<file path="config.mk">
export PLATFORM = sky130hd
export DESIGN_NAME = hmbx_top
export DESIGN_NICKNAME = d
export VERILOG_FILES = /design/src/rtl/hmbx_pkg.sv /design/src/rtl/hmbx_sram.sv /design/src/rtl/hmbx_handshake.sv /design/src/rtl/hmbx_regs.sv /design/src/rtl/hmbx_top.sv
export SDC_FILE = /design/constraint.sdc
export NUM_CORES = 2
export LEC_CHECK = 0
export BUFFER_PORTS_ARGS = -buffer_cell sky130_fd_sc_hd__buf_4
export CORE_AREA = 2 2 479 481
export DETAILED_ROUTE_END_ITERATION = 10
export DIE_AREA = 0 0 481 483
export HOLD_SLACK_MARGIN = 0.06
export PLACE_DENSITY = 0.74
export SLEW_MARGIN = 5
export SYNTH_ARGS = -nofsm -noshare
export SYNTH_HDL_FRONTEND = slang
export SYNTH_SLANG_ARGS = --single-unit
</file>
<file path="constraint.sdc">
create_clock -name clk -period 3.7 [get_ports clk]
set_input_delay 0 -clock clk [delete_from_list [all_inputs] [get_ports clk]]
set_output_delay 0 -clock clk [all_outputs]
set_load 0.02 [all_outputs]
</file>
<file path="src/rtl/hmbx_pkg.sv">
package hmbx_pkg;
   // Register offsets decoded by the host bus
   localparam logic [7:0] OFS_PTR  = 8'h12;
   localparam logic [7:0] OFS_DATA = 8'h13;
   localparam logic [7:0] OFS_CMD  = 8'h14;
   localparam logic [7:0] OFS_MSG  = 8'h15;
   localparam logic [7:0] OFS_VSEL = 8'h16;
   localparam logic [7:0] OFS_VDAT = 8'h17;
   localparam logic [7:0] OFS_STAT = 8'h18;

   // Status bit positions
   localparam int STAT_ACK = 0;
   localparam int STAT_ERR = 1;

   typedef enum logic [2:0] {
      SEL_NONE, SEL_PTR, SEL_DATA, SEL_CMD, SEL_MSG, SEL_VSEL, SEL_VDAT, SEL_STAT
   } reg_sel_e;
endpackage

</file>
<file path="src/rtl/hmbx_sram.sv">
module hmbx_sram #(
   parameter int AW = 8,
   parameter int DW = 8
) (
   input  logic          clk,
   input  logic          h_we,
   input  logic [AW-1:0] h_addr,
   input  logic [DW-1:0] h_wdata,
   output logic [DW-1:0] h_rdata,
   input  logic          e_we,
   input  logic [AW-1:0] e_addr,
   input  logic [DW-1:0] e_wdata,
   output logic [DW-1:0] e_rdata
);
   localparam int DEPTH = 1 << AW;

   logic [DW-1:0] mem [DEPTH];

   // engine write takes priority on a same-address collision
   always_ff @(posedge clk) begin
      if (h_we && !(e_we && (e_addr == h_addr)))
         mem[h_addr] <= h_wdata;
      if (e_we)
         mem[e_addr] <= e_wdata;
      e_rdata <= mem[e_addr];
   end

   assign h_rdata = mem[h_addr];
endmodule

</file>
<file path="src/rtl/hmbx_handshake.sv">
module hmbx_handshake #(
   parameter int DW = 8
) (
   input  logic          clk,
   input  logic          rst_n,
   input  logic          cmd_we,
   input  logic          cmd_bit,
   input  logic          msg_we,
   input  logic [DW-1:0] msg_wdata,
   input  logic          eng_accept,
   input  logic          eng_err,
   input  logic          eng_done,
   output logic          req,
   output logic          ack,
   output logic          err,
   output logic [DW-1:0] msg,
   output logic          eng_start,
   output logic          owned
);
   logic req_d;
   logic req_set;

   assign req_set = cmd_we && cmd_bit && !req;

   always_ff @(posedge clk or negedge rst_n) begin
      if (!rst_n) begin
         req   <= 1'b0;
         req_d <= 1'b0;
         ack   <= 1'b0;
         err   <= 1'b0;
         msg   <= '0;
      end else begin
         req_d <= req;
         if (cmd_we)
            req <= cmd_bit;
         if (msg_we)
            msg <= msg_wdata;
         if (eng_done)
            ack <= 1'b0;
         else if (eng_accept && req && !eng_err)
            ack <= 1'b1;
         if (req_set)
            err <= 1'b0;
         else if (eng_err && req)
            err <= 1'b1;
      end
   end

   assign eng_start = req && !req_d;
   assign owned     = req || ack;


   start_pulse_chk: assert property (@(posedge clk) disable iff (!rst_n)
      eng_start |=> !eng_start);

   err_clear_chk: assert property (@(posedge clk) disable iff (!rst_n)
      $rose(req) |-> !err);

   ack_rise_chk: assert property (@(posedge clk) disable iff (!rst_n)
      $rose(ack) |-> $past(eng_accept) && $past(req));

   ack_fall_chk: assert property (@(posedge clk) disable iff (!rst_n)
      $fell(ack) |-> $past(eng_done));
endmodule

</file>
<file path="src/rtl/hmbx_regs.sv">
module hmbx_regs
   import hmbx_pkg::*;
#(
   parameter int          AW          = 8,
   parameter int          DW          = 8,
   parameter int          OW          = 8,
   parameter logic [7:0]  VERSION_KEY = 8'h1F,
   parameter logic [7:0]  VERSION_ID  = 8'h01,
   parameter bit          OUT_REG     = 1'b1
) (
   input  logic          clk,
   input  logic          rst_n,
   input  logic          we,
   input  logic          rd,
   input  logic [OW-1:0] off,
   input  logic [DW-1:0] wdata,
   output logic [DW-1:0] rdata,
   input  logic          owned,
   input  logic          req,
   input  logic          ack,
   input  logic          err,
   input  logic [DW-1:0] msg,
   input  logic [DW-1:0] mem_rdata,
   output logic [AW-1:0] ptr,
   output logic          mem_we,
   output logic          cmd_we,
   output logic          msg_we
);
   reg_sel_e      sel;
   logic [DW-1:0] vsel;
   logic [DW-1:0] mux;

   always_comb begin
      if      (off == OW'(OFS_PTR))  sel = SEL_PTR;
      else if (off == OW'(OFS_DATA)) sel = SEL_DATA;
      else if (off == OW'(OFS_CMD))  sel = SEL_CMD;
      else if (off == OW'(OFS_MSG))  sel = SEL_MSG;
      else if (off == OW'(OFS_VSEL)) sel = SEL_VSEL;
      else if (off == OW'(OFS_VDAT)) sel = SEL_VDAT;
      else if (off == OW'(OFS_STAT)) sel = SEL_STAT;
      else                           sel = SEL_NONE;
   end

   assign mem_we = we && (sel == SEL_DATA) && !owned;
   assign cmd_we = we && (sel == SEL_CMD);
   assign msg_we = we && (sel == SEL_MSG);

   always_ff @(posedge clk or negedge rst_n) begin
      if (!rst_n) begin
         ptr  <= '0;
         vsel <= '0;
      end else if (we) begin
         if (sel == SEL_PTR)
            ptr <= wdata[AW-1:0];
         if (sel == SEL_VSEL)
            vsel <= wdata;
      end
   end

   always_comb begin
      mux = '0;
      unique case (sel)
         SEL_PTR:  mux = DW'(ptr);
         SEL_DATA: mux = mem_rdata;
         SEL_CMD:  mux = DW'(req);
         SEL_MSG:  mux = msg;
         SEL_VSEL: mux = vsel;
         SEL_VDAT: mux = (vsel == DW'(VERSION_KEY)) ? DW'(VERSION_ID) : '0;
         SEL_STAT: begin
            mux[STAT_ACK] = ack;
            mux[STAT_ERR] = err;
         end
         default:  mux = '0;
      endcase
   end

   generate
      if (OUT_REG) begin : g_rd_reg
         logic [DW-1:0] rdata_q;
         always_ff @(posedge clk or negedge rst_n) begin
            if (!rst_n)
               rdata_q <= '0;
            else if (rd)
               rdata_q <= mux;
         end
         assign rdata = rdata_q;


         version_rd_chk: assert property (@(posedge clk) disable iff (!rst_n)
            (rd && (sel == SEL_VDAT) && (vsel == DW'(VERSION_KEY)))
               |=> (rdata == DW'(VERSION_ID)));

         rd_hold_chk: assert property (@(posedge clk) disable iff (!rst_n)
            !rd |=> $stable(rdata));
      end else begin : g_rd_comb
         assign rdata = mux;
      end
   endgenerate
endmodule

</file>
<file path="src/rtl/hmbx_top.sv">
module hmbx_top #(
   parameter int          AW          = 8,
   parameter int          DW          = 8,
   parameter int          OW          = 8,
   parameter logic [7:0]  VERSION_KEY = 8'h1F,
   parameter logic [7:0]  VERSION_ID  = 8'h01,
   parameter bit          OUT_REG     = 1'b1
) (
   input  logic          clk,
   input  logic          rst_n,
   input  logic          hst_we,
   input  logic          hst_rd,
   input  logic [OW-1:0] hst_addr,
   input  logic [DW-1:0] hst_wdata,
   output logic [DW-1:0] hst_rdata,
   output logic          eng_start,
   output logic [DW-1:0] eng_pc,
   input  logic          eng_accept,
   input  logic          eng_err,
   input  logic          eng_done,
   input  logic          eng_mem_we,
   input  logic [AW-1:0] eng_mem_addr,
   input  logic [DW-1:0] eng_mem_wdata,
   output logic [DW-1:0] eng_mem_rdata
);
   generate
      if (DW < 2) begin : g_bad_dw
         $error("hmbx_top: DW must hold the acknowledge and error bits");
      end
      if (AW > DW) begin : g_bad_aw
         $error("hmbx_top: SRAM pointer must fit in one data byte");
      end
      if (OW < 5) begin : g_bad_ow
         $error("hmbx_top: offset width too small for the register map");
      end
   endgenerate

   logic          req, ack, err, owned;
   logic          mem_we, cmd_we, msg_we;
   logic [AW-1:0] ptr;
   logic [DW-1:0] msg, mem_rdata;

   hmbx_regs #(
      .AW(AW), .DW(DW), .OW(OW),
      .VERSION_KEY(VERSION_KEY), .VERSION_ID(VERSION_ID), .OUT_REG(OUT_REG)
   ) i_regs (
      .clk(clk), .rst_n(rst_n), .we(hst_we), .rd(hst_rd), .off(hst_addr),
      .wdata(hst_wdata), .rdata(hst_rdata), .owned(owned), .req(req),
      .ack(ack), .err(err), .msg(msg), .mem_rdata(mem_rdata), .ptr(ptr),
      .mem_we(mem_we), .cmd_we(cmd_we), .msg_we(msg_we)
   );

   hmbx_handshake #(.DW(DW)) i_hs (
      .clk(clk), .rst_n(rst_n), .cmd_we(cmd_we), .cmd_bit(hst_wdata[0]),
      .msg_we(msg_we), .msg_wdata(hst_wdata), .eng_accept(eng_accept),
      .eng_err(eng_err), .eng_done(eng_done), .req(req), .ack(ack),
      .err(err), .msg(msg), .eng_start(eng_start), .owned(owned)
   );

   hmbx_sram #(.AW(AW), .DW(DW)) i_sram (
      .clk(clk), .h_we(mem_we), .h_addr(ptr), .h_wdata(hst_wdata),
      .h_rdata(mem_rdata), .e_we(eng_mem_we), .e_addr(eng_mem_addr),
      .e_wdata(eng_mem_wdata), .e_rdata(eng_mem_rdata)
   );

   assign eng_pc = msg;


   owned_write_chk: assert property (@(posedge clk) disable iff (!rst_n)
      (hst_we && (hst_addr == OW'(8'h13)) && (req || ack)) |-> !mem_we);
endmodule

</file>
==> impl_metrics.env <==
export IMPL_synth_edff_count=2048
export IMPL_main_area_contributors_after_synthesis="edfxtp_1, mux4_2, mux2_2, clkbuf_1, o22ai_1"
export IMPL_first_global_vias=82124
export IMPL_routabilityCongestion=1.13
export IMPL_max_freq_mhz=255
export IMPL_drtAntennaViolNets=0
export IMPL_timing_max_cap_violations=1
export IMPL_grt_pass1_wl_um=650000
export IMPL_clock_sinks=2092
export IMPL_worstSetupStartpointType="register"
export IMPL_power_mw=55.4
export IMPL_drt_pass1_iterations=8
export IMPL_timing_worst_slew_pin_value_ns=1.52
export IMPL_yosysTopAreaCellShare_pct=49.4
export IMPL_tritoncts="built"
export IMPL_dpl_instance_area_um2=132000
export IMPL_finalMaxSlewViolations=2
export IMPL_min_period_over_period_pct=106
export IMPL_totalWireLength_um=464000
export IMPL_critPathCaptureType="register"
export IMPL_postSynth_asyncResetShare_pct=1.72
export IMPL_net_count_after_synthesis=7552
export IMPL_mean_instance_size_in_the_synthesized_netlist_um2=16.6
export IMPL_worstPathMaxFanout=32
export IMPL_outcome="finished, violations left"
export IMPL_setup_violations=26
export IMPL_remaining_drc_errors=0
export IMPL_synthesis_yosys_warnings=0
export IMPL_final_std_cell_area_no_fill_um2=140000
export IMPL_pwr_share_comb_pct=12.2
export IMPL_post_route_min_period_ns=3.92
export IMPL_worstPathArrival_ns=4.75
export IMPL_startpoint_to_endpoint_class_of_the_critical_path="register to register"
export IMPL_deepest_clock_path_buffer_count=3
export IMPL_area_growth_synth_to_final_pct=12.3
export IMPL_synthCells=7512
export IMPL_grt_max_degree=120
export IMPL_synthDominantAreaCellType="edfxtp_1"
export IMPL_grt_overflow_total=0
export IMPL_p_seq_share_pct=47.3
export IMPL_grt_antenna_before_repair=66
export IMPL_power_switching_fraction_pct=25.5
export IMPL_violated_checks="capacitance limit, slew limit, setup timing"
export IMPL_dieWidth_um=481
export IMPL_relSlewSlack_pct=-4.01
export IMPL_post_route_cells_drive_above_1_share_pct=58.0
export IMPL_hold_removal_path_class="input port to asynchronous set/reset pin"
export IMPL_first_iter_violations=14439
export IMPL_critical_path_required_ns=4.53
export IMPL_h_tree_depth=4
export IMPL_avgRoutedWirePerCell_um=42.6
export IMPL_leakage_nw=43.9
export IMPL_cts_made_buffers=221
export IMPL_seqCellArea_um2=62600
export IMPL_cellPowerDensity_nw_per_um2=396
export IMPL_synth_seq_cells=2092
export IMPL_fillers=16368
export IMPL_worst_setup_slack_final_ns=-0.223
export IMPL_cts_root_buffer="clkbuf_16"
export IMPL_synth_cell_area_um2=125000
export IMPL_number_of_failing_hold_endpoints_at_the_final_stage=0
export IMPL_final_nets=7696
export IMPL_max_vdd_ir_drop_mv=0.419
export IMPL_setup_tns_ns=-1.18
export IMPL_groute_usage_overall_pct=39.8
export IMPL_seq_area_frac_synth_pct=50.2
export IMPL_vias=83909
export IMPL_post_dp_hpwl_um=310000
export IMPL_avgViaCountPerCell=7.70
export IMPL_worst_setup_hold_path_clk_slew_ns=0.07
export IMPL_die_height_um=483
export IMPL_clock_skew_ns=0.0703
export IMPL_clock_insertion_delay_worst_skew_ns=0.94
export IMPL_power_clock_fraction_pct=40.5
export IMPL_starting_utilization_of_the_core_area_pct=54.9
export IMPL_post_cts_setup_buffer_count=0
export IMPL_synth_cell_types=74
export IMPL_internal_power_mw=41.2
export IMPL_synth_main_ff_cell="edfxtp_1"
export IMPL_portBuffers=64
export IMPL_rows=175
export IMPL_dieArea_um2=232000
export IMPL_number_of_top_level_design_ports=65
export IMPL_multi_input_area_um2=58200
export IMPL_grt_setup_unrepaired="no"
export IMPL_worstRegToRegCells=7
export IMPL_placeableCoreArea_um2=227000
export IMPL_net_switching_power_mw=14.1
what timing repair did:
action	in CTS	in global routing
hold buffers	55	0
cloned	0	0
hold endpoints to repair	1051	0
resized for setup	2	4
pin swaps	0	0
setup endpoints to repair	2	12
cell families (layout without fill, tap and decap cells):
logic type      Yosys count  count (layout)  synth area share [%]
flops                  2092            2092                  50.2
buf+inv                 934            1262                  3.29
xor+xnor                  8               8                0.0562
mux                    3387            3387                  41.5
compound gates          487             487                  2.56
other cells               0              45                     0
simple gates            604             604                  2.35
registers in the layout, summed over array words and instances (netlist names), 8 cells and up:
name and cells:
i_sram.mem 2048, i_hs.msg 8, i_regs.ptr 8, i_regs.rdata 8, i_regs.vsel 8, i_sram.e_rdata 8
worst paths after layout:
path	from	endpoint	slack (ns)
worst max register to register	i_regs.ptr[3]	i_regs.rdata[2]	-0.22
min in group clk	eng_mem_addr[3]	i_sram.e_rdata[2]	0.12
worst max-delay path	i_regs.ptr[3]	i_regs.rdata[2]	-0.22
max in group asynchronous	rst_n	i_regs.ptr[0]	3.31
worst min-delay path	rst_n	i_regs.vsel[0]	0.11
worst min register to register	i_regs.vsel[4]	i_regs.vsel[4]	0.53
through the flow:
| stage | hold slack (ns) | setup slack (ns) | std cells | utilization (%) |
|---|---|---|---|---|
| after detailed placement | 0.0312 | -0.179 | 10388 | 58.2 |
| after floorplan | -0.296 | 0.792 | 7512 | - |
| after global placement | 0.0251 | -0.105 | 10388 | 58.2 |
| after global routing | 0.123 | 0.0392 | 10858 | 61.6 |
| after CTS | 0.0767 | 0.0834 | 10850 | 61.6 |
| final | 0.113 | -0.223 | 10894 | 61.7 |
power groups by stage:
stage	clock, mW	combinational (mW)	sequential [mW]
floorplan	0	3.91	26.6
global placement	0	6.31	26.7
detailed placement	0	6.40	26.7
CTS	22.4	6.48	26.2
global route	23.3	6.82	26.2
finish	22.4	6.76	26.2
cell usage after synthesis (5+ instances only):
cell type,n
a22o_1,8
a221oi_1,7
nand4_1,17
o21ai_0,110
clkbuf_1,653
nand2_2,16
o22ai_1,180
a31oi_1,20
dfxtp_1,8
mux4_2,1218
nand2b_1,11
nor4_1,10
nor4b_1,5
a2111oi_0,21
nor2b_1,40
and3_1,7
mux2_2,2086
nor3_1,21
buf_6,31
dfrtp_1,36
inv_1,7
buf_1,65
buf_4,53
buf_2,125
nor3b_1,6
o211ai_1,6
a21oi_1,19
a22oi_1,67
nand3_1,41
xor2_1,7
nor2_2,49
nand2_1,176
edfxtp_1,2048
o221ai_1,5
a211oi_1,10
mux2i_1,83
nor2_1,173
cell usage in the layout, fill, tap and decap left out, types with 9 or more instances in the layout:
master	Yosys	final
buf_12	0	110
clkinv_2	0	51
buf_4	53	664
diode_2	0	45
edfxtp_1	2048	2048
bufinv_16	0	16
nor2_2	49	51
nand3_1	41	34
nand2b_1	11	11
mux2i_1	83	82
nand2_2	16	31
buf_8	0	19
nor4_1	10	10
a2111oi_0	21	15
clkbuf_16	0	224
nor2b_1	40	38
clkinv_1	0	39
a22oi_1	67	67
nand4_1	17	17
dlygate4sd3_1	0	53
nand2_1	176	158
nor2_1	173	171
a31oi_1	20	19
clkbuf_1	653	48
o22ai_1	180	179
o21ai_0	110	109
dfrtp_1	36	31
mux2_2	2086	2086
clkinv_16	0	9
a211oi_1	10	9
nor3_1	21	16
a21oi_1	19	19
mux4_2	1218	1218
metal layers:
layer,track usage [%],part of all wire [%],up-vias
met5,0.994,0.16,-
met4,22.2,6.9,63
met3,14.6,15,1511
met2,57.9,44,7212
met1,51.7,34,43666
li1,-,-,31457
cell type report:
| class | instances | area share [%] |
|---|---|---|
| tap | 3009 | 2.69 |
| sequential | 2092 | 44.7 |
| multi-input combinational | 4486 | 41.6 |
| clock buffer | 276 | 4.18 |
| clock inverter | 131 | 0.942 |
| antenna | 45 | 0.0805 |
| timing repair buffer | 848 | 5.75 |
| inverter | 7 | 0.0188 |
critical path, cell delays in order, from the launching register on:
cell and delay, ns:
dfrtp_4 0.46, buf_4 0.59, buf_4 0.42, mux4_2 0.30, nor2_1 0.09, a2111oi_0 1.25
nand3_1 0.29, o32ai_1 0.36
(Power assumes the default switching activity.)
